[config.mk]
export PLATFORM = sky130hd
export DESIGN_NAME = uwiden_xtract
export DESIGN_NICKNAME = d
export VERILOG_FILES = /design/src/rtl/uwiden_xtract.sv
export SDC_FILE = /design/constraint.sdc
export NUM_CORES = 1
export LEC_CHECK = 0
export ABC_AREA = 1
export CAP_MARGIN = 0
export CORE_AREA = 4 4 125 127
export DETAILED_ROUTE_END_ITERATION = 10
export DIE_AREA = 0 0 129 131
export PLACE_DENSITY_LB_ADDON = 0.1
export SLEW_MARGIN = 0
export SYNTH_ARGS = -nofsm -noshare
export SYNTH_HDL_FRONTEND = slang
export SYNTH_SLANG_ARGS = --single-unit
[constraint.sdc]
create_clock -name clk -period 1.3 [get_ports clk]
set_input_delay 0.26 -clock clk [delete_from_list [all_inputs] [get_ports clk]]
set_output_delay 0.26 -clock clk [all_outputs]
set_load 0.01 [all_outputs]
[src/rtl/uwiden_xtract.sv]
module uwiden_xtract #(
  parameter int VW = 128
) (
  input  logic          clk,
  input  logic          rst_n,
  input  logic          in_valid,
  input  logic [31:0]   insn,
  input  logic [VW-1:0] src,
  output logic          out_valid,
  output logic [VW-1:0] out_data,
  output logic [4:0]    out_rd,
  output logic          out_reserved
);
  localparam int HW = VW / 2;

  logic [3:0]    sz;
  logic [2:0]    shamt;
  logic          hi;
  logic [HW-1:0] half;
  logic [VW-1:0] w16, w32, w64, res;
  logic          rsv;

  assign sz    = insn[22:19];
  assign shamt = insn[18:16];
  assign hi    = insn[30];
  assign half  = hi ? src[VW-1:HW] : src[HW-1:0];

  for (genvar i = 0; i < HW/8; i++) begin : g_b
    assign w16[16*i +: 16] = {8'b0, half[8*i +: 8]};
  end
  for (genvar i = 0; i < HW/16; i++) begin : g_h
    assign w32[32*i +: 32] = {16'b0, half[16*i +: 16]};
  end
  for (genvar i = 0; i < HW/32; i++) begin : g_w
    assign w64[64*i +: 64] = {32'b0, half[32*i +: 32]};
  end

  always_comb begin
    rsv = 1'b0;
    res = '0;
    if (shamt != 3'b000) rsv = 1'b1;
    else begin
      case (sz)
        4'b0001: res = w16;
        4'b0010: res = w32;
        4'b0100: res = w64;
        default: rsv = 1'b1;
      endcase
    end
  end

  always_ff @(posedge clk) begin
    if (!rst_n) begin
      out_valid    <= 1'b0;
      out_data     <= '0;
      out_rd       <= '0;
      out_reserved <= 1'b0;
    end else begin
      out_valid <= in_valid;
      if (in_valid) begin
        out_data     <= rsv ? '0 : res;
        out_rd       <= insn[4:0];
        out_reserved <= rsv;
      end
    end
  end
endmodule


==> results.ini <==
[status]
status=finished, final reports clean

[sta]
drv_slew=0
final-setup-viol-count=0
post-route-period-util_pct=97.59
hold_violations=0
fmax_ghz=0.7882
rsz0062_at_grt=yes
finClkSkew_ps=0
fin_setup_tns_ps=0
period_needed_ps=1269
setup_slack_ps=31.27
whs_ps=433.4

[place]
dpl_cell_area_um2=8572
dp.cells=1255
dp_slack_ps=-371.2
portBuffers=262
globalplace.congestion=0.7931
place_hpwl_mm=14.30

[worst_setup_path]
crit_type=reg2out
cp_slowest_cell=dfxtp_1
cp-end-kind=output pin
start_kind=flop
critical-path-max-stage-delay_ps=340
cp_top_family=flip-flops
cp_data_required_time_ps=1040
critPathBufInv=1
cp.arrival_ps=1010
r2r_slack_ps=650
worstPathMaxFanout=2
cp_cell_sequence=clkdlybuf4s15_2

[clock_network]
cts_sinks=119
cts_buffer_depth=2
clkTransAtPathRegs_ps=50
tritoncts.num_buffers=17
cts_root_buf=clkbuf_16
worst_skew_pair.late_latency_ps=410
post-cts-setup-buffer-count=0
cts_tree=built
htree_levels=4

[power]
ir_drop_mv=0.7267
p_per_area_nw_per_um2=1126
p_switching_uw=2243
pwr-share-seq_pct=36.2
p_leak_uw=0.003813
power_frac_comb_pct=12.2
pwr-share-clk_pct=51.5
swShare_pct=22.07
internal_power_uw=7919

[floorplan]
die_h_um=131
coreArea_um2=14420
ios=298
std_cell_rows=44
start_util_pct=38.33
die_x_um=129
die_area_um2=16900

[cells_and_area]
drive_gt1_share_pct=14.96
fin_cells=1287
fill_cells=1377
diodes=0
postLayoutCellArea_um2=9024
area_delta_synth_final_pct=63.20
final_net_count=1253

[detailed_routing]
vias=6129
antenna_left=0
routed_via_density=4.762
dr.first_iter.drc_count=454
wire_per_inst_um=15.17
remaining_drc_errors=0
routed_wl_mm=19.52
first_pass_iters=6

[synthesis]
synth_top_area_share_pct=43.09
yosysSeqAreaShare_pct=43.09
ys_ff_latch=119
yosysUniqueCellTypes=21
yosysWarnings=0
synthCells=822
yosys-top-cells-area=dfxtp_1, nand2_1, a21oi_1, nand3_1, buf_4
syn_area_um2=5529
syn_avg_cell_area_um2=6.726
synth_largest_area_cell=dfxtp_1

[job]
maxCapViolCount=0

[grt]
grt_use_total_pct=22.30
grt_pass1_wl_mm=29.48
grt_overflow=0
grt_pass1_vias=5717
antenna_found_initial=0
grt_max_degree=59

[min_path]
min_path_type=in2reg

what timing repair did:
| action | CTS | global route |
|---|---|---|
| endpoints found under the setup margin | 119 | 118 |
| gates resized for setup | 198 | 118 |
| hold buffers | 0 | 0 |
cell type report:
class / count / area, µm² / share of cell area [%]
Inverter: 10 / 41.29 / 0.4576
Multi-Input combinational cell: 638 / 2824 / 31.30
Tap cell: 184 / 230.2 / 2.551
Sequential cell: 119 / 2385 / 26.43
Clock buffer: 25 / 495.5 / 5.491
Timing Repair Buffer: 304 / 2884 / 31.96
Clock inverter: 7 / 163.9 / 1.816
state kept, by name, summed over array words and instances, names as in the netlist:
register,cells
out_data,112
out_rd,5
out_valid,1
out_reserved,1
power groups by stage:
stage	Clock, µW	Combinational [µW]	Sequential, µW
2_1_floorplan	0	519	3770
4_1_cts	5320	1240	3680
6_report	5240	1240	3680
5_1_grt	5490	1350	3680
3_5_place_dp	0	1240	3760
3_3_place_gp	0	1240	3760
metrics by stage:
step           util, %  power (µW)
2_1_floorplan        -        4290
3_3_place_gp     59.43        5001
3_5_place_dp     59.43        5001
4_1_cts          63.60       10240
5_1_grt          62.56       10520
6_report         62.56       10160
worst paths after layout:
path                  from  cells after the start       endpoint
min                insn[0]                      3      out_rd[0]
max reg2reg   out_data[36]                      2   out_data[36]
max           out_data[71]                      1   out_data[71]
min reg2reg  out_data[119]                      2  out_data[119]
layer usage:
metal | vias to the layer above | part of all wire, % | global-route usage, %
li1 | 3140 | - | -
met1 | 2752 | 41 | 26.00
met2 | 217 | 48 | 38.17
met3 | 20 | 9.1 | 8.577
met4 | 0 | 1.7 | 6.547
met5 | - | 0 | 0
cells in the mapped netlist:
master / number
nand2_2: 2
conb_1: 1
dfxtp_1: 119
nand3_2: 4
inv_1: 6
clkbuf_1: 22
nand2_1: 380
o21ai_0: 6
nor2_4: 5
buf_1: 1
buf_4: 25
a21oi_1: 121
nor2_2: 3
buf_2: 21
inv_4: 1
buf_6: 1
nand2_4: 1
nor2_1: 27
nor3_2: 9
inv_2: 3
nand3_1: 64
cell families after synthesis:
logic type             after synthesis  share of synthesized area [%]
AO/OA/AOI/OAI                      127                          11.50
buffers and inverters               80                          7.785
flip-flops                         119                          43.09
other                                1                        0.06782
AND/OR/NAND/NOR                    495                          37.57
cells in the final DEF, fill, tap and decap left out, types with 7 or more instances in the layout:
master	n
a21oi_1	121
clkdlybuf4s50_1	138
nand3_1	64
nor2_1	27
buf_2	7
clkdlybuf4s15_2	8
clkbuf_2	49
nand2_1	380
dfxtp_1	117
clkdlybuf4s15_1	51
conb_1	16
buf_4	25
buf_12	17
clkbuf_16	17
Note: power is estimated with default switching activity, not from simulation.
